### src/rtl/bms_pkg.sv
package bms_pkg;

  // Datapath command codes (fixed by the interface)
  typedef enum logic [1:0] {
    CMD_NONE = 2'd0,
    CMD_DBL  = 2'd1,
    CMD_ADD  = 2'd2,
    CMD_AFF  = 2'd3
  } cmd_e;

  // Sequencer states: each command has an issue state and a wait state
  typedef enum logic [2:0] {
    ST_IDLE  = 3'd0,
    ST_DBL   = 3'd1,
    ST_DBL_W = 3'd2,
    ST_ADD   = 3'd3,
    ST_ADD_W = 3'd4,
    ST_AFF   = 3'd5,
    ST_AFF_W = 3'd6
  } seq_state_e;

  // Source chosen for the committed addition result
  typedef enum logic [1:0] {
    PICK_FORMULA = 2'd0,
    PICK_BASE    = 2'd1,
    PICK_TWICE   = 2'd2,
    PICK_INF     = 2'd3
  } pick_e;

  // Corner-case priority: infinity, then equal, then opposite, then formula
  function automatic pick_e corner_pick(input logic f_inf, input logic f_same,
                                        input logic f_neg);
    if (f_inf)       return PICK_BASE;
    else if (f_same) return PICK_TWICE;
    else if (f_neg)  return PICK_INF;
    else             return PICK_FORMULA;
  endfunction

  // Number of datapath commands in one complete run
  function automatic int unsigned run_cmd_count(input int unsigned kw);
    return 2 * kw + 1;
  endfunction

endpackage

### src/rtl/bms_bit_scan.sv
// Holds the scalar and presents its bits most significant first.
module bms_bit_scan #(
  parameter int unsigned KW = 10
) (
  input  logic          clk,
  input  logic          rst_n,
  input  logic          load,
  input  logic [KW-1:0] k_in,
  input  logic          advance,
  output logic          bit_now,
  output logic          last_bit
);
  localparam int unsigned IW = (KW > 1) ? $clog2(KW) : 1;
  localparam logic [IW-1:0] TOP_IDX = IW'(KW - 1);

  logic [KW-1:0] k_sh;
  logic [IW-1:0] idx;

  always_ff @(posedge clk or negedge rst_n) begin
    if (!rst_n) begin
      k_sh <= '0;
      idx  <= '0;
    end else if (load) begin
      k_sh <= k_in;
      idx  <= TOP_IDX;
    end else if (advance) begin
      k_sh <= k_sh << 1;
      if (idx != '0) idx <= idx - 1'b1;
    end
  end

  assign bit_now  = k_sh[KW-1];
  assign last_bit = (idx == '0);
endmodule

### src/rtl/bms_ctrl.sv
// Command sequencer: double, add, ..., convert, with one-cycle events.
module bms_ctrl
  import bms_pkg::*;
(
  input  logic       clk,
  input  logic       rst_n,
  input  logic       start,
  input  logic       dp_done,
  input  logic       last_bit,
  output logic       cmd_valid,
  output logic [1:0] cmd_op,
  output logic       ev_accept,
  output logic       ev_dbl_ret,
  output logic       ev_add_ret,
  output logic       ev_aff_ret,
  output logic       busy
);
  seq_state_e st, st_nx;
  cmd_e       op;

  always_ff @(posedge clk or negedge rst_n) begin
    if (!rst_n) st <= ST_IDLE;
    else        st <= st_nx;
  end

  always_comb begin
    st_nx = st;
    unique case (st)
      ST_IDLE:  if (start) st_nx = ST_DBL;
      ST_DBL:   st_nx = ST_DBL_W;
      ST_DBL_W: if (dp_done) st_nx = ST_ADD;
      ST_ADD:   st_nx = ST_ADD_W;
      ST_ADD_W: if (dp_done) st_nx = last_bit ? ST_AFF : ST_DBL;
      ST_AFF:   st_nx = ST_AFF_W;
      ST_AFF_W: if (dp_done) st_nx = ST_IDLE;
      default:  st_nx = ST_IDLE;
    endcase
  end

  always_comb begin
    unique case (st)
      ST_DBL:  op = CMD_DBL;
      ST_ADD:  op = CMD_ADD;
      ST_AFF:  op = CMD_AFF;
      default: op = CMD_NONE;
    endcase
  end

  assign cmd_valid  = (op != CMD_NONE);
  assign cmd_op     = op;
  assign ev_accept  = (st == ST_IDLE)  && start;
  assign ev_dbl_ret = (st == ST_DBL_W) && dp_done;
  assign ev_add_ret = (st == ST_ADD_W) && dp_done;
  assign ev_aff_ret = (st == ST_AFF_W) && dp_done;
  assign busy       = (st != ST_IDLE);
endmodule

### src/rtl/bms_corner_pick.sv
// Chooses the point committed after an addition, coordinate by coordinate.
module bms_corner_pick
  import bms_pkg::*;
#(
  parameter int unsigned CW = 8,
  parameter logic [CW-1:0] GX = CW'(1),
  parameter logic [CW-1:0] GY = CW'(2),
  parameter logic [CW-1:0] HX = CW'(3),
  parameter logic [CW-1:0] HY = CW'(4)
) (
  input  logic          f_inf,
  input  logic          f_same,
  input  logic          f_neg,
  input  logic [CW-1:0] fx,
  input  logic [CW-1:0] fy,
  input  logic [CW-1:0] fz,
  output logic [CW-1:0] ox,
  output logic [CW-1:0] oy,
  output logic [CW-1:0] oz
);
  localparam logic [CW-1:0] ONE  = CW'(1);
  localparam logic [CW-1:0] ZERO = '0;

  // per coordinate: base point, doubled base point, infinity
  localparam logic [3*CW-1:0] BASE_PT  = {ONE,  GY,  GX};
  localparam logic [3*CW-1:0] TWICE_PT = {ONE,  HY,  HX};
  localparam logic [3*CW-1:0] INF_PT   = {ZERO, ONE, ONE};

  pick_e           src;
  logic [3*CW-1:0] form_pt;
  logic [3*CW-1:0] out_pt;

  assign src     = corner_pick(f_inf, f_same, f_neg);
  assign form_pt = {fz, fy, fx};

  for (genvar c = 0; c < 3; c++) begin : g_coord
    always_comb begin
      unique case (src)
        PICK_BASE:  out_pt[c*CW +: CW] = BASE_PT[c*CW +: CW];
        PICK_TWICE: out_pt[c*CW +: CW] = TWICE_PT[c*CW +: CW];
        PICK_INF:   out_pt[c*CW +: CW] = INF_PT[c*CW +: CW];
        default:    out_pt[c*CW +: CW] = form_pt[c*CW +: CW];
      endcase
    end
  end

  assign ox = out_pt[0 +: CW];
  assign oy = out_pt[CW +: CW];
  assign oz = out_pt[2*CW +: CW];
endmodule

### src/rtl/base_mul_seq.sv
// Base-point scalar multiplication sequencer (top).
module base_mul_seq #(
  parameter int unsigned KW = 10,
  parameter int unsigned CW = 8,
  parameter logic [CW-1:0] GX = CW'(1),
  parameter logic [CW-1:0] GY = CW'(8'hFE),
  parameter logic [CW-1:0] HX = CW'(2),
  parameter logic [CW-1:0] HY = CW'(8'hFD)
) (
  input  logic          clk,
  input  logic          rst_n,
  input  logic          start,
  input  logic [KW-1:0] scalar,
  output logic          busy,
  output logic          done,
  output logic [CW-1:0] res_x,
  output logic [CW-1:0] res_y,
  output logic          dp_cmd_valid,
  output logic [1:0]    dp_cmd_op,
  output logic [CW-1:0] dp_px,
  output logic [CW-1:0] dp_py,
  output logic [CW-1:0] dp_pz,
  input  logic          dp_done,
  input  logic [CW-1:0] dp_rx,
  input  logic [CW-1:0] dp_ry,
  input  logic [CW-1:0] dp_rz,
  input  logic          dp_flag_inf,
  input  logic          dp_flag_same,
  input  logic          dp_flag_neg
);
  localparam logic [CW-1:0] ONE = CW'(1);

  // named internal events (observed by the checker)
  logic ev_accept, ev_dbl_ret, ev_add_ret, ev_aff_ret;
  logic bit_now, last_bit;

  logic [CW-1:0] acc_x, acc_y, acc_z;
  logic [CW-1:0] sel_x, sel_y, sel_z;
  logic          acc_at_inf;

  bms_ctrl u_ctrl (
    .clk        (clk),
    .rst_n      (rst_n),
    .start      (start),
    .dp_done    (dp_done),
    .last_bit   (last_bit),
    .cmd_valid  (dp_cmd_valid),
    .cmd_op     (dp_cmd_op),
    .ev_accept  (ev_accept),
    .ev_dbl_ret (ev_dbl_ret),
    .ev_add_ret (ev_add_ret),
    .ev_aff_ret (ev_aff_ret),
    .busy       (busy)
  );

  bms_bit_scan #(.KW(KW)) u_scan (
    .clk      (clk),
    .rst_n    (rst_n),
    .load     (ev_accept),
    .k_in     (scalar),
    .advance  (ev_add_ret),
    .bit_now  (bit_now),
    .last_bit (last_bit)
  );

  bms_corner_pick #(.CW(CW), .GX(GX), .GY(GY), .HX(HX), .HY(HY)) u_pick (
    .f_inf  (dp_flag_inf),
    .f_same (dp_flag_same),
    .f_neg  (dp_flag_neg),
    .fx     (dp_rx),
    .fy     (dp_ry),
    .fz     (dp_rz),
    .ox     (sel_x),
    .oy     (sel_y),
    .oz     (sel_z)
  );

  assign acc_at_inf = (acc_z == '0);

  // accumulator: starts at infinity, doubling keeps infinity, add commits on 1
  always_ff @(posedge clk or negedge rst_n) begin
    if (!rst_n) begin
      acc_x <= ONE;
      acc_y <= ONE;
      acc_z <= '0;
    end else if (ev_accept) begin
      acc_x <= ONE;
      acc_y <= ONE;
      acc_z <= '0;
    end else if (ev_dbl_ret) begin
      if (acc_at_inf) begin
        acc_x <= ONE;
        acc_y <= ONE;
        acc_z <= '0;
      end else begin
        acc_x <= dp_rx;
        acc_y <= dp_ry;
        acc_z <= dp_rz;
      end
    end else if (ev_add_ret && bit_now) begin
      acc_x <= sel_x;
      acc_y <= sel_y;
      acc_z <= sel_z;
    end
  end

  // result registers and completion pulse
  always_ff @(posedge clk or negedge rst_n) begin
    if (!rst_n) begin
      res_x <= '0;
      res_y <= '0;
      done  <= 1'b0;
    end else begin
      done <= ev_aff_ret;
      if (ev_aff_ret) begin
        res_x <= dp_rx;
        res_y <= dp_ry;
      end
    end
  end

  assign dp_px = acc_x;
  assign dp_py = acc_y;
  assign dp_pz = acc_z;
endmodule

### config.mk
export PLATFORM = sky130hd
export DESIGN_NAME = base_mul_seq
export DESIGN_NICKNAME = d
export VERILOG_FILES = /design/src/rtl/bms_pkg.sv /design/src/rtl/bms_bit_scan.sv /design/src/rtl/bms_ctrl.sv /design/src/rtl/bms_corner_pick.sv /design/src/rtl/base_mul_seq.sv
export SDC_FILE = /design/constraint.sdc
export NUM_CORES = 1
export LEC_CHECK = 0
export ABC_CLOCK_PERIOD_IN_PS = 2550
export CAP_MARGIN = 0
export CORE_AREA = 2 2 76 78
export CTS_BUF_LIST = sky130_fd_sc_hd__clkbuf_16
export DETAILED_ROUTE_END_ITERATION = 16
export DIE_AREA = 0 0 78 80
export DONT_BUFFER_PORTS = 1
export SKIP_LAST_GASP = 1
export SLEW_MARGIN = 25
export SYNTH_ARGS = -nofsm -noshare
export SYNTH_HDL_FRONTEND = slang
export SYNTH_SLANG_ARGS = --single-unit
### constraint.sdc
create_clock -name clk -period 2.55 [get_ports clk]
set_clock_uncertainty 0.1 [all_clocks]
set_input_delay 0.3825 -clock clk [delete_from_list [all_inputs] [get_ports clk]]
set_output_delay 0.3825 -clock clk [all_outputs]
set_load 0.02 [all_outputs]
Word level (Yosys, flattened, before mapping). Cells that the tools add are included.

Flip-flop bits (word level): 58. Bits in latches: 0. RAM bits: 0. ROM bits: 0. Input bits: 41. Output and inout port bits: 45. Word-level logic and storage cells: 71. Memories: 0.

$add $sub $neg: 1. $mul: 0. Divide/modulo/power cells: 0. $lt $le $gt $ge: 0. Equal/unequal tests: 13. Shift operators: 0. Multiplexer cells: 30. Bitwise gates (word level): 0. Reduce and logical (&&, ||, !) cells: 18.

Operators by type and width (count): 8-bit two-way mux (12); 8-bit case mux with 2 select lines (2); 8-bit case mux with 3 select lines (1); 3-bit case mux with 7 select lines (1); 10-bit two-way mux (2); 3-bit two-way mux (5); 4-bit two-way mux (3); 3-bit equality test, second input constant (3); 8-bit logical NOT (1); 2-bit inequality test, second input constant (4); 3-bit by 2-bit equality test with 1-bit output, second input constant (2); 2-bit two-way mux (3); 2-bit case mux with 3 select lines (1); 2-bit nonzero test (3); 3-bit nonzero test (2); 1-bit logical AND (5); 2-bit equality test, second input constant (2); 4-bit logical NOT (1); 4-bit AND reduction (1); 4-bit nonzero test (1); 2-bit OR reduction (2); 4-bit by 1-bit subtractor with 4-bit output, second input constant (1); 3-bit by 1-bit equality test with 1-bit output, second input constant (1); 3-bit logical NOT (1); other kinds (2) (2).

Longest topological paths before layout. Gate-level depths: netlist of the first run.

Depth after elaboration: 9. Mapped depth: 7. Mapped depth without buffers: 7.

Hierarchy. A second synthesis of the first run with hierarchy kept.

Cell total of the unflattened synthesis: 285. Area, all modules: 3040.4 um^2.

By module, submodules not included: base_mul_seq (instances 1, cells an instance 145, area each 1819.2 um^2, seq. area each 1028.5 um^2); bms_bit_scan (instances 1, cells an instance 67, area each 680.7 um^2, seq. area each 350.3 um^2); bms_corner_pick (instances 1, cells an instance 48, area each 311.5 um^2, seq. area each 0.0 um^2); bms_ctrl (instances 1, cells an instance 25, area each 229.0 um^2, seq. area each 75.1 um^2).

Least setup slack after synthesis of the first run. OpenSTA, ideal clock, no wires.

Path type: input -> register. From: input dp_flag_same. To: register acc_y[2] (netlist: dp_py[2]). Library setup time: 0.079 ns. Arrival time: 1.729 ns. Required time: 2.371 ns. Slack: 0.642 ns. Stages on the path: 7. Buffers on the path: 0. Cell sequence: inv_1 a21oi_1 inv_1 ha_1 nor3_1 a21oi_1 o2bb2ai_1.

Cells in the longest elaborated chain, start to end: 7. Elaborated cells on any way between the ends: 9. Classes of those cells: eq/ne: 3; mux: 6.

RTL lines: start, declared (RTL line base_mul_seq.sv:28) `input logic dp_flag_same,`; 2-bit two-way mux * (RTL line bms_pkg.sv:34) `else if (f_same) return PICK_TWICE;`; 2-bit two-way mux * (RTL line bms_pkg.sv:33) `if (f_inf) return PICK_BASE;`; 2-bit equality test or 2-bit by 1-bit equality test with 1-bit output (tied branches) (RTL line bms_corner_pick.sv:38) `unique case (src)`; 8-bit case mux with 3 select lines * (RTL line bms_corner_pick.sv:38); 8-bit two-way mux * (RTL line base_mul_seq.sv:100) `end else if (ev_add_ret && bit_now) begin`; 8-bit two-way mux * (RTL line base_mul_seq.sv:90) `end else if (ev_dbl_ret) begin`; 8-bit two-way mux * (RTL line base_mul_seq.sv:86) `end else if (ev_accept) begin`; end signal, assigned (RTL line base_mul_seq.sv:97) `acc_y <= dp_ry;`; end signal, assigned (RTL line base_mul_seq.sv:102) `acc_y <= sel_y;`; end, declared (RTL line base_mul_seq.sv:37) `logic [CW-1:0] acc_x, acc_y, acc_z;`.

Every way passes the cells marked *; elsewhere a longest branch is shown, timed or not. The select of a mux whose other input is x is not followed. A chain may end at the register's enable or synchronous reset.

Worst setup path after layout of the first run.
From: register u_ctrl.st[2]. To: register acc_y[5] (netlist: dp_py[5]).

Cells in the longest elaborated chain, start to end: 4. Elaborated cells on any way between the ends: 10. Classes of those cells: eq/ne: 2; mux: 2; reduce/logical: 6.

RTL lines: start, declared (RTL line bms_ctrl.sv:18) `seq_state_e st, st_nx;`; start signal, assigned (RTL line bms_ctrl.sv:23) `else st <= st_nx;`; 3-bit by 2-bit equality test with 1-bit output or 3-bit equality test (tied branches) (RTL line bms_ctrl.sv:52, bms_ctrl.sv:53); 1-bit logical AND, on equally long branches (RTL line bms_ctrl.sv:52, bms_ctrl.sv:53); 8-bit two-way mux or 1-bit logical AND (tied branches) (RTL line base_mul_seq.sv:90, base_mul_seq.sv:100); 8-bit two-way mux or 3-bit nonzero test (tied branches).

Parallel ways exist; a longest one is shown, timed or not.

==> metrics.cfg, run 1 <==
[floorplan]
start_util_pct = 48.7
rows = 27
pin_count = 86
die_y_um = 80
fp.coreArea_mm2 = 0.00541
dieWidth_um = 78
die-area_mm2 = 0.00624

[setup_path]
critPathKind = flop to flop
startpoint_type = flop
critPathArrivalTime_ns = 2.27
crit_fanout = 17
cp.required_ns = 2.68
reg2regPathDepth = 5
cp-end-kind = flop

[sta]
period_needed_ns = 2.13
slew_headroom_pct = 55.3
setup_tns_ns = 0
slew_viol_final = 0
min_period_over_period_pct = 83.7
max_freq_mhz = 469
rsz0062_at_grt = false
setup_ws_ns = 0.417
whs_ns = 0.0855
tightest_slew_ns = 0.670
hold_viol = 0
finalSetupViolations = 0

[synth]
yosys-top-cells-area = dfrtp_1 53%, mux2_2 6.4%, a22o_1 4.3%
synth_warnings = 0
ys_seq_elements = 58
synth_ff_type = dfrtp_1
syn_area_mm2 = 0.00263
ys_types = 43
synthArstFlopShare_pct = 100
avgSynthCellArea_um2 = 11.9
synth_nets = 268
yosys.area.top_type = dfrtp_1
synth_edf_count = 0
synth_top_area_share_pct = 53.2
ys_seq_area_share_pct = 55.2
postSynthCellCount = 221

[worst_hold_path]
hp-class = primary input to flop
hold_depth = 2

[pwr]
power_density_mw_per_mm2 = 1260
p_leak_uw = 0.00134
irDropWorstVdd_mv = 0.617

[final_layout]
fillerInstances = 472
final-instance-count-excl-fill = 297
layout-drive-gt1-share_pct = 16.9
nets = 268
ff_latch_area_mm2 = 0.00145
multi_input_area_mm2 = 0.00106
area_growth_pct = 11.5
utilization_pct = 54.3
diodes = 0

[routing]
wl_per_cell_um = 18.8
drtIter0Drc = 82
routed_wl_um = 5570
dr.pass1.iters = 4
ant_nets = 0
via_per_inst = 5.70
drc = 0
vias = 1694

[global_route]
grt_max_degree = 59
grt_usage_pct = 19.6
grt_pass1_vias = 1759
antenna_found_initial = 0
grt_pass1_wl_um = 9140
grt_overflow_total = 0

[status]
status = completed

[clock_tree]
htree_levels = 3
cts-root-buf = clkbuf_16
clkLatencyLatePin_ns = 0.32
cts_tree = yes
cts_buffers = 9
max-clock-path-buffers = 2
postCtsSetupRepairBufs = 0
cts.sinks = 58
clk_pin_slew_ns = 0.05

[placed_design]
dp_cells = 280
io_buffers = 0
place_ws_ns = 0.261
gp_congestion = 0.771
dp_hpwl_um = 4020

[run]
cap_violations = 0

==> sequential cells by signal (all words and copies together), names as in the netlist <==
register / count
dp_px: 8
done: 1
res_x: 8
u_ctrl.st: 3
dp_pz: 8
res_y: 8
u_scan.k_sh: 10
u_scan.idx: 4
dp_py: 8
==> worst paths after layout <==
check                                              to  slack [ns]                 startpoint
max in group asynchronous        dp_px[0]$_DFFE_PN1P_        1.56                      rst_n
min in group asynchronous        res_x[4]$_DFFE_PN0P_        0.49                      rst_n
setup reg to reg                 dp_py[5]$_DFFE_PN0P_        0.42   u_ctrl.st[2]$_DFFE_PN0P_
hold / removal             u_scan.k_sh[2]$_DFFE_PN0P_        0.09                  scalar[2]
setup / recovery                 dp_py[5]$_DFFE_PN0P_        0.42   u_ctrl.st[2]$_DFFE_PN0P_
hold reg to reg             u_scan.idx[3]$_DFFE_PN0P_        0.43  u_scan.idx[3]$_DFFE_PN0P_
==> logic make-up (layout without fill, tap and decap cells) <==
family                   after synthesis  count (layout)  share of synthesized area, %
AND/OR/NAND/NOR                       52              52                          11.1
flip-flops                            58              58                          55.2
multiplexers                          26              26                          10.6
adder cells (fa/ha/maj)                6               6                          2.85
buffers and inverters                 23              27                          4.52
AO/OA/AOI/OAI                         52              52                          14.4
XOR/XNOR                               4               4                          1.33
==> final cells by class <==
class | instances | area share, %
sequential | 58 | 49.6
tap | 72 | 3.07
clock inverter | 6 | 0.896
clock buffer | 9 | 7.68
timing repair buffer | 3 | 1.54
multi-input combinational | 140 | 36.1
inverter | 9 | 1.15
==> metal layers <==
layer / up-vias / global-route usage (%) / part of all wire [%]
met2: 61 / 29.1 / 49
met4: 0 / 8.95 / 1.2
met3: 7 / 8.26 / 8.6
li1: 785 / - / -
met1: 841 / 25.0 / 41
met5: - / 0 / 0
==> synth_stat cells (2+ instances only) <==
library cell / number
and4bb_2: 2
mux2i_1: 10
nor4_1: 2
mux2_2: 15
nor2b_1: 2
a21oi_1: 9
ha_1: 6
buf_2: 5
xor2_1: 3
dfstp_2: 2
nor3_1: 2
nand2b_1: 6
buf_6: 3
dfrtp_1: 56
and2_1: 3
or2_2: 2
clkbuf_1: 5
nand3_1: 3
o2bb2ai_1: 7
a221o_1: 2
nand3_2: 2
nor2_1: 8
nand2_1: 14
a21o_1: 3
o21ai_0: 11
inv_1: 9
a22o_1: 13
==> metrics by stage <==
stage | cell area [um^2] | power [uW]
after floorplan | 2630 | 2500
after CTS | 2930 | 3740
after detailed placement | 2650 | 2690
after global routing | 2930 | 3930
final | 2930 | 3690
after global placement | 2650 | 2620
==> layout by cell type, fill, tap and decap left out, types with 3 or more instances in the layout <==
cell,instances
nand3_1,3
nand2b_1,6
o2bb2ai_1,7
xor2_1,3
ha_1,6
a21o_1,3
a22o_1,13
and2_1,3
a21oi_1,9
clkbuf_16,9
dfrtp_1,56
o21ai_0,11
nand2_1,14
inv_1,10
clkinv_2,3
mux2i_1,10
mux2_2,15
nor2_1,8
==> where the power goes <==
| part | switching, uW | internal, uW |
|---|---|---|
| Sequential | 573 | 1270 |
| Clock | 372 | 632 |
| Combinational | 454 | 395 |
| Total | 1400 | 2290 |
==> timing repair <==
action	CTS	global route
endpoints found under the hold margin	58	0
gates resized for setup	0	0
hold buffers	2	0
==> worst max-delay path: stages, from the launching register on <==
cell and delay, ns:
dfrtp_1 0.58, nor2b_1 0.09, a311oi_1 0.31, or2_1 0.57
buf_4 0.27, o2bb2ai_1 0.12
Power figures use the tool's default switching activity.
==> run 2, diff against run 1 <==
--- a/config.mk
+++ b/config.mk
@@ -5,13 +5,14 @@
 export SDC_FILE = /design/constraint.sdc
 export NUM_CORES = 1
 export LEC_CHECK = 0
-export ABC_CLOCK_PERIOD_IN_PS = 2550
+export ABC_CLOCK_PERIOD_IN_PS = 1800
 export CAP_MARGIN = 0
 export CORE_AREA = 2 2 76 78
 export CTS_BUF_LIST = sky130_fd_sc_hd__clkbuf_16
 export DETAILED_ROUTE_END_ITERATION = 16
 export DIE_AREA = 0 0 78 80
 export DONT_BUFFER_PORTS = 1
+export PLACE_DENSITY = 0.66
 export SKIP_LAST_GASP = 1
 export SLEW_MARGIN = 25
 export SYNTH_ARGS = -nofsm -noshare
==> constraint.sdc (replaced) <==
create_clock -name clk -period 1.8 [get_ports clk]
set_clock_uncertainty 0.1 [all_clocks]
set_input_delay 0.27 -clock clk [delete_from_list [all_inputs] [get_ports clk]]
set_output_delay 0.27 -clock clk [all_outputs]
set_load 0.02 [all_outputs]
==> metrics.cfg, run 2 (synthesis results as in run 1) <==
[clock_tree]
cts.sinks = 58  ; unchanged
max-clock-path-buffers = 2  ; unchanged
clk_pin_slew_ns = 0.06  ; was 0.05 ns
cts_tree = yes  ; unchanged
htree_levels = 3  ; unchanged
cts-root-buf = clkbuf_16  ; unchanged
clkLatencyLatePin_ns = 0.33  ; was 0.32 ns
postCtsSetupRepairBufs = 0  ; unchanged
cts_buffers = 9  ; unchanged

[floorplan]
pin_count = 86  ; unchanged
rows = 27  ; unchanged
dieWidth_um = 78  ; unchanged
die_y_um = 80  ; unchanged
fp.coreArea_mm2 = 0.00541  ; unchanged
start_util_pct = 48.7  ; unchanged
die-area_mm2 = 0.00624  ; unchanged

[placed_design]
io_buffers = 0  ; unchanged
dp_hpwl_um = 3900  ; was 4020 um
dp_cells = 301  ; was 280
gp_congestion = 0.776  ; was 0.771

[status]
status = completed  ; unchanged

[worst_hold_path]
worstHoldStart = dp_done  ; was scalar[2]
holdPathEnd = u_ctrl.st[0]$_DFFE_PN0P_  ; was u_scan.k_sh[2]$_DFFE_PN0P_
hold_depth = 2  ; unchanged
hp-class = primary input to flop  ; unchanged

[pwr]
irDropWorstVdd_mv = 0.913  ; was 0.617 mV
power_density_mw_per_mm2 = 1710  ; was 1260 mW/mm^2
p_leak_uw = 0.00165  ; was 0.00134 uW

[routing]
via_per_inst = 5.47  ; was 5.70
ant_nets = 0  ; unchanged
vias = 1930  ; was 1694
drtIter0Drc = 117  ; was 82
wl_per_cell_um = 17.6  ; was 18.8 um
dr.pass1.iters = 4  ; unchanged
drc = 0  ; unchanged
routed_wl_um = 6230  ; was 5570 um

[setup_path]
r2r_start = u_ctrl.st[2]$_DFFE_PN0P_  ; unchanged
reg2regPathDepth = 5  ; unchanged
startpoint_type = flop  ; unchanged
rrSetupSlack_ns = 0.07  ; was 0.42 ns
crit_fanout = 7  ; was 17
critPathArrivalTime_ns = 1.85  ; was 2.27 ns
cp-end-kind = flop  ; unchanged
critPathKind = flop to flop  ; unchanged
r2r-end = dp_pz[2]$_DFFE_PN0P_  ; was dp_py[5]$_DFFE_PN0P_
cp.required_ns = 1.91  ; was 2.68 ns

[final_layout]
regMostFlops = u_scan.k_sh  ; unchanged
mostFrequentLayoutCells = 54 x dfrtp_1, 35 x dlygate4sd3_1, 19 x buf_4  ; was 56 x dfrtp_1, 15 x mux2_2, 14 x nand2_1
area_growth_pct = 36.1  ; was 11.5%
final-instance-count-excl-fill = 353  ; was 297
layout-drive-gt1-share_pct = 24.6  ; was 16.9%
fillerInstances = 408  ; was 472
diodes = 0  ; unchanged
layout.cells.most_common = dfrtp_1  ; unchanged
nets = 323  ; was 268
largest_reg_flops = 10  ; unchanged

[global_route]
grt_pass1_wl_um = 9870  ; was 9140 um
grt_pass1_vias = 1923  ; was 1759
antenna_found_initial = 0  ; unchanged
grt_max_degree = 59  ; unchanged
grt_overflow_total = 0  ; unchanged
grt_usage_pct = 21.3  ; was 19.6%

[sta]
min_period_over_period_pct = 96.3  ; was 83.7%
hold_viol = 0  ; unchanged
period_needed_ns = 1.73  ; was 2.13 ns
tightest_slew_ns = 0.478  ; was 0.670 ns
max_freq_mhz = 577  ; was 469 MHz
rsz0062_at_grt = true  ; was false
setup_tns_ns = 0  ; unchanged
finalSetupViolations = 0  ; unchanged
whs_ns = 0.00935  ; was 0.0855 ns
slew_viol_final = 0  ; unchanged
slew_headroom_pct = 68.0  ; was 55.3%

[run]
cap_violations = 0  ; unchanged

-- run 2: worst max-delay path: stages (launching register included) --
cell and delay (ns):
dfrtp_2 0.44, and4bb_2 0.38, nand3_2 0.10, o211a_2 0.19, buf_4 0.17, a22o_1 0.24
-- run 2: final cells by class --
type                       count  area [um^2]  share of cell area [%]
inverter                       9         33.8                   0.943
timing repair buffer          58          581                    16.2
multi-input combinational    140         1070                    29.9
sequential                    58         1460                    40.7
clock inverter                 7          125                    3.49
tap                           72         90.1                    2.51
clock buffer                   9          225                    6.29
-- run 2: metal layers --
metal | global-route usage [%] | vias to the layer above | share of wire [%]
met5 | 0 | - | 0
met1 | 26.8 | 946 | 43
met2 | 33.4 | 79 | 49
met3 | 7.35 | 10 | 6.3
met4 | 9.12 | 0 | 2.0
li1 | - | 895 | -
-- run 2: what timing repair did --
action | CTS | global route
endpoints found under the setup margin | 1 | 6
pin swaps | 0 | 0
gates resized for setup | 1 | 6
hold buffers | 36 | 0
endpoints found under the hold margin | 99 | 0
-- run 2: report_power, final --
| group | internal, uW | switching (uW) |
|---|---|---|
| Combinational | 804 | 827 |
| Sequential | 1800 | 702 |
| Clock | 1360 | 642 |
| Total | 3960 | 2170 |
-- run 2: worst max path at each step --
stage | slack [ns] | endpoint | startpoint | depth (start not counted)
after floorplan | 0.005 | dp_py[2]$_DFFE_PN0P_ | dp_flag_same | 7
after global placement | 0.09 | dp_px[7]$_DFFE_PN0P_ | dp_flag_neg | 6
after detailed placement | 0.04 | dp_px[6]$_DFFE_PN0P_ | dp_flag_neg | 6
after CTS | 0.01 | dp_cmd_op[1] | u_ctrl.st[1]$_DFFE_PN0P_ | 3
after global routing | -0.03 | dp_cmd_op[1] | u_ctrl.st[1]$_DFFE_PN0P_ | 3
final | 0.07 | dp_pz[2]$_DFFE_PN0P_ | u_ctrl.st[2]$_DFFE_PN0P_ | 5
-- run 2: stage by stage --
stage	power, uW	setup slack, ns	cell area (um^2)	util [%]
finish	6140	0.0669	3580	66.3
global route	6460	-0.0257	3580	66.3
CTS	6140	0.0149	3570	66.0
detailed placement	4000	0.0415	2840	52.5
global placement	3940	0.0860	2840	52.5
floorplan	3540	0.00454	2630	-
==> run 3, diff against run 2 <==
--- a/config.mk
+++ b/config.mk
@@ -5,14 +5,15 @@
 export SDC_FILE = /design/constraint.sdc
 export NUM_CORES = 1
 export LEC_CHECK = 0
+export ABC_AREA = 1
 export ABC_CLOCK_PERIOD_IN_PS = 1800
 export CAP_MARGIN = 0
-export CORE_AREA = 2 2 76 78
+export CORE_AREA = 2 2 82 84
 export CTS_BUF_LIST = sky130_fd_sc_hd__clkbuf_16
 export DETAILED_ROUTE_END_ITERATION = 16
-export DIE_AREA = 0 0 78 80
+export DIE_AREA = 0 0 84 86
 export DONT_BUFFER_PORTS = 1
-export PLACE_DENSITY = 0.66
+export PLACE_DENSITY = 0.67
 export SKIP_LAST_GASP = 1
 export SLEW_MARGIN = 25
 export SYNTH_ARGS = -nofsm -noshare
==> metrics.cfg, run 3 <==
[routing]
ant_nets = 0  ; unchanged
vias = 2840  ; was 1930
drc = 0  ; unchanged
wl_per_cell_um = 15.5  ; was 17.6 um
drtIter0Drc = 172  ; was 117
via_per_inst = 5.46  ; was 5.47
routed_wl_um = 8040  ; was 6230 um
dr.pass1.iters = 4  ; unchanged

[global_route]
grt_pass1_wl_um = 13600  ; was 9870 um
antenna_found_initial = 0  ; unchanged
grt_usage_pct = 23.8  ; was 21.3%
grt_pass1_vias = 2753  ; was 1923
grt_max_degree = 59  ; unchanged
grt_overflow_total = 0  ; unchanged

[worst_hold_path]
holdPathEnd = u_scan.k_sh[6]$_DFFE_PN0P_  ; was u_ctrl.st[0]$_DFFE_PN0P_
hp-class = primary input to flop  ; unchanged
worstHoldStart = scalar[6]  ; was dp_done
hold_depth = 2  ; unchanged

[synth]
synth_edf_count = 0  ; unchanged
synthArstFlopShare_pct = 100  ; unchanged
synth_warnings = 0  ; unchanged
avgSynthCellArea_um2 = 7.57  ; was 11.9 um^2
post_synth_xor_area_fraction_pct = 0  ; was 1.33%
synth_top_family_by_area = simple AND/OR/NAND/NOR gates  ; was compound AO/OA/AOI/OAI gates
ys_types = 27  ; was 43
ys_seq_area_share_pct = 46.6  ; was 55.2%
synth_common_cells = 138 x nand2_1, 56 x dfrtp_1, 47 x nand3_1  ; was 56 x dfrtp_1, 15 x mux2_2, 14 x nand2_1
synth_ff_type = dfrtp_1  ; unchanged
ys_seq_elements = 58  ; unchanged
synth_nets = 459  ; was 268
yosysMostFrequentCell = nand2_1  ; was dfrtp_1
synth-simple-area-share_pct = 32.2  ; was 11.1%
synth_top_area_share_pct = 44.9  ; was 53.2%
postSynthCellCount = 412  ; was 221
syn_area_mm2 = 0.00312  ; was 0.00263 mm^2
synthAdderAreaFrac_pct = 2.41  ; was 2.85%
yosys.area.top_type = dfrtp_1  ; unchanged
synth_compound_area_share_pct = 9.67  ; was 14.4%
muxShareOfSynthArea_pct = 0  ; was 10.6%
yosys-top-cells-area = dfrtp_1 45%, nand2_1 17%, nand3_1 7.5%  ; was dfrtp_1 53%, mux2_2 6.4%, a22o_1 4.3%

[final_layout]
layout.cells.most_common = nand2_1  ; was dfrtp_1
diodes = 0  ; unchanged
regMostFlops = u_scan.k_sh  ; unchanged
mostFrequentLayoutCells = 138 x nand2_1, 54 x dfrtp_1, 46 x nand3_1  ; was 54 x dfrtp_1, 35 x dlygate4sd3_1, 19 x buf_4
layout-drive-gt1-share_pct = 10.2  ; was 24.6%
area_growth_pct = 21.1  ; was 36.1%
nets = 485  ; was 323
largest_reg_flops = 10  ; unchanged
fillerInstances = 567  ; was 408
final-instance-count-excl-fill = 520  ; was 353

[setup_path]
crit_fanout = 6  ; was 7
r2r_start = u_ctrl.st[0]$_DFFE_PN0P_  ; was u_ctrl.st[2]$_DFFE_PN0P_
cp-end-kind = primary output  ; was flop
rrSetupSlack_ns = 0.22  ; was 0.07 ns
critPathKind = flop to primary output  ; was flop to flop
r2r-end = dp_py[3]$_DFFE_PN0P_  ; was dp_pz[2]$_DFFE_PN0P_
reg2regPathDepth = 6  ; was 5
startpoint_type = flop  ; unchanged
critPathArrivalTime_ns = 1.35  ; was 1.85 ns
cp.required_ns = 1.43  ; was 1.91 ns

[clock_tree]
max-clock-path-buffers = 2  ; unchanged
clkLatencyLatePin_ns = 0.32  ; was 0.33 ns
cts-root-buf = clkbuf_16  ; unchanged
cts_buffers = 9  ; unchanged
clk_pin_slew_ns = 0.05  ; was 0.06 ns
htree_levels = 3  ; unchanged
cts_tree = yes  ; unchanged
cts.sinks = 58  ; unchanged

[floorplan]
rows = 29  ; was 27
die-area_mm2 = 0.00722  ; was 0.00624 mm^2
pin_count = 86  ; unchanged
fp.coreArea_mm2 = 0.00628  ; was 0.00541 mm^2
start_util_pct = 49.7  ; was 48.7%
die_y_um = 86  ; was 80 um
dieWidth_um = 84  ; was 78 um

[sta]
slew_headroom_pct = 74.7  ; was 68.0%
hold_viol = 0  ; unchanged
slew_viol_final = 0  ; unchanged
max_freq_mhz = 580  ; was 577 MHz
min_period_over_period_pct = 95.7  ; was 96.3%
period_needed_ns = 1.72  ; was 1.73 ns
rsz0062_at_grt = false  ; was true
setup_tns_ns = 0  ; unchanged
finalSetupViolations = 0  ; unchanged
tightest_slew_ns = 0.379  ; was 0.478 ns

[pwr]
irDropWorstVdd_mv = 0.944  ; was 0.913 mV
p_leak_uw = 0.00197  ; was 0.00165 uW
power_uw = 6490  ; was 6140 uW
power_density_mw_per_mm2 = 1720  ; was 1710 mW/mm^2

[placed_design]
gp_congestion = 0.767  ; was 0.776
io_buffers = 0  ; unchanged
dp_cells = 483  ; was 301
dp_hpwl_um = 5330  ; was 3900 um

[status]
status = completed  ; unchanged

[run]
cap_violations = 0  ; unchanged

==> run 3: cell types whose count changed after synthesis, moves of 6 or more <==
| cell | previous run | this run |
|---|---|---|
| nand2_1 | 14 | 138 |
| nand3_1 | 3 | 47 |
| o21ai_1 | 0 | 31 |
| inv_1 | 9 | 38 |
| nand4_1 | 0 | 23 |
| mux2_2 | 15 | 0 |
| a22o_1 | 13 | 0 |
| mux2i_1 | 10 | 0 |
| o2bb2ai_1 | 7 | 0 |
| buf_2 | 5 | 11 |
| nand2b_1 | 6 | 0 |
==> run 3: where the power goes <==
| group | leakage [uW] | switching, uW | internal (uW) |
|---|---|---|---|
| registers | 0.000735 | 784 | 1820 |
| clock network | 0.000154 | 581 | 1190 |
| logic | 0.00108 | 1350 | 765 |
==> run 3: routing by layer <==
| metal | vias up | global-route usage, % | share of wire (%) |
|---|---|---|---|
| li1 | 1405 | - | - |
| met1 | 1337 | 30.8 | 44 |
| met2 | 86 | 37.1 | 47 |
| met3 | 12 | 7.99 | 7.4 |
| met4 | 0 | 9.53 | 1.3 |
| met5 | - | 0 | 0 |
==> run 3: stage by stage <==
| stage | hold slack [ns] | cell area [um^2] | util [%] | setup WS (ns) |
|---|---|---|---|---|
| 2_1_floorplan | -0.126 | 3120 | - | 0.153 |
| 3_3_place_gp | -0.123 | 3240 | 51.6 | 0.193 |
| 3_5_place_dp | -0.124 | 3240 | 51.6 | 0.128 |
| 4_1_cts | 0.00138 | 3770 | 60.1 | 0.0208 |
| 5_1_grt | 0.0124 | 3780 | 60.2 | 0.0107 |
| 6_report | 0.00496 | 3780 | 60.2 | 0.0768 |
==> run 3: critical path, stage by stage, from the launching register on <==
cell and delay (ns):
dfrtp_2 0.42, nor2_2 0.07, buf_4 0.15, nor3_1 0.21, buf_4 0.18
==> run 3: logic make-up after synthesis <==
logic type / count (synthesis)
DFF: 58
adders and majority gates: 6
and+or+nand+nor: 228
AOI/OAI and AO/OA: 55
buffers and inverters: 65
==> run 3: timing repair <==
action,in CTS,in global routing
resized for setup,0,2
endpoints found under the hold margin,77,0
hold buffers,21,0
buffers inserted,0,0
setup endpoints to repair,0,1
==> run 3: worst max-delay path by stage <==
stage	cells after the start	startpoint	to	slack, ns
after floorplan	10	dp_flag_neg	dp_pz[1]$_DFFE_PN0P_	0.15
after global placement	10	dp_flag_same	dp_py[5]$_DFFE_PN0P_	0.19
after detailed placement	10	dp_flag_same	dp_py[5]$_DFFE_PN0P_	0.13
after CTS	4	u_ctrl.st[1]$_DFFE_PN0P_	dp_cmd_op[1]	0.02
after global routing	4	u_ctrl.st[2]$_DFFE_PN0P_	dp_cmd_op[1]	0.01
final	4	u_ctrl.st[1]$_DFFE_PN0P_	dp_cmd_op[1]	0.08
==> run 3: area by class of cell <==
type	count	area, um^2	share of cell area [%]
multi-input combinational	289	1390	36.7
tap	77	96.3	2.55
clock buffer	9	225	5.96
timing repair buffer	39	375	9.94
sequential	58	1460	38.6
inverter	41	154	4.07
clock inverter	7	83.8	2.22
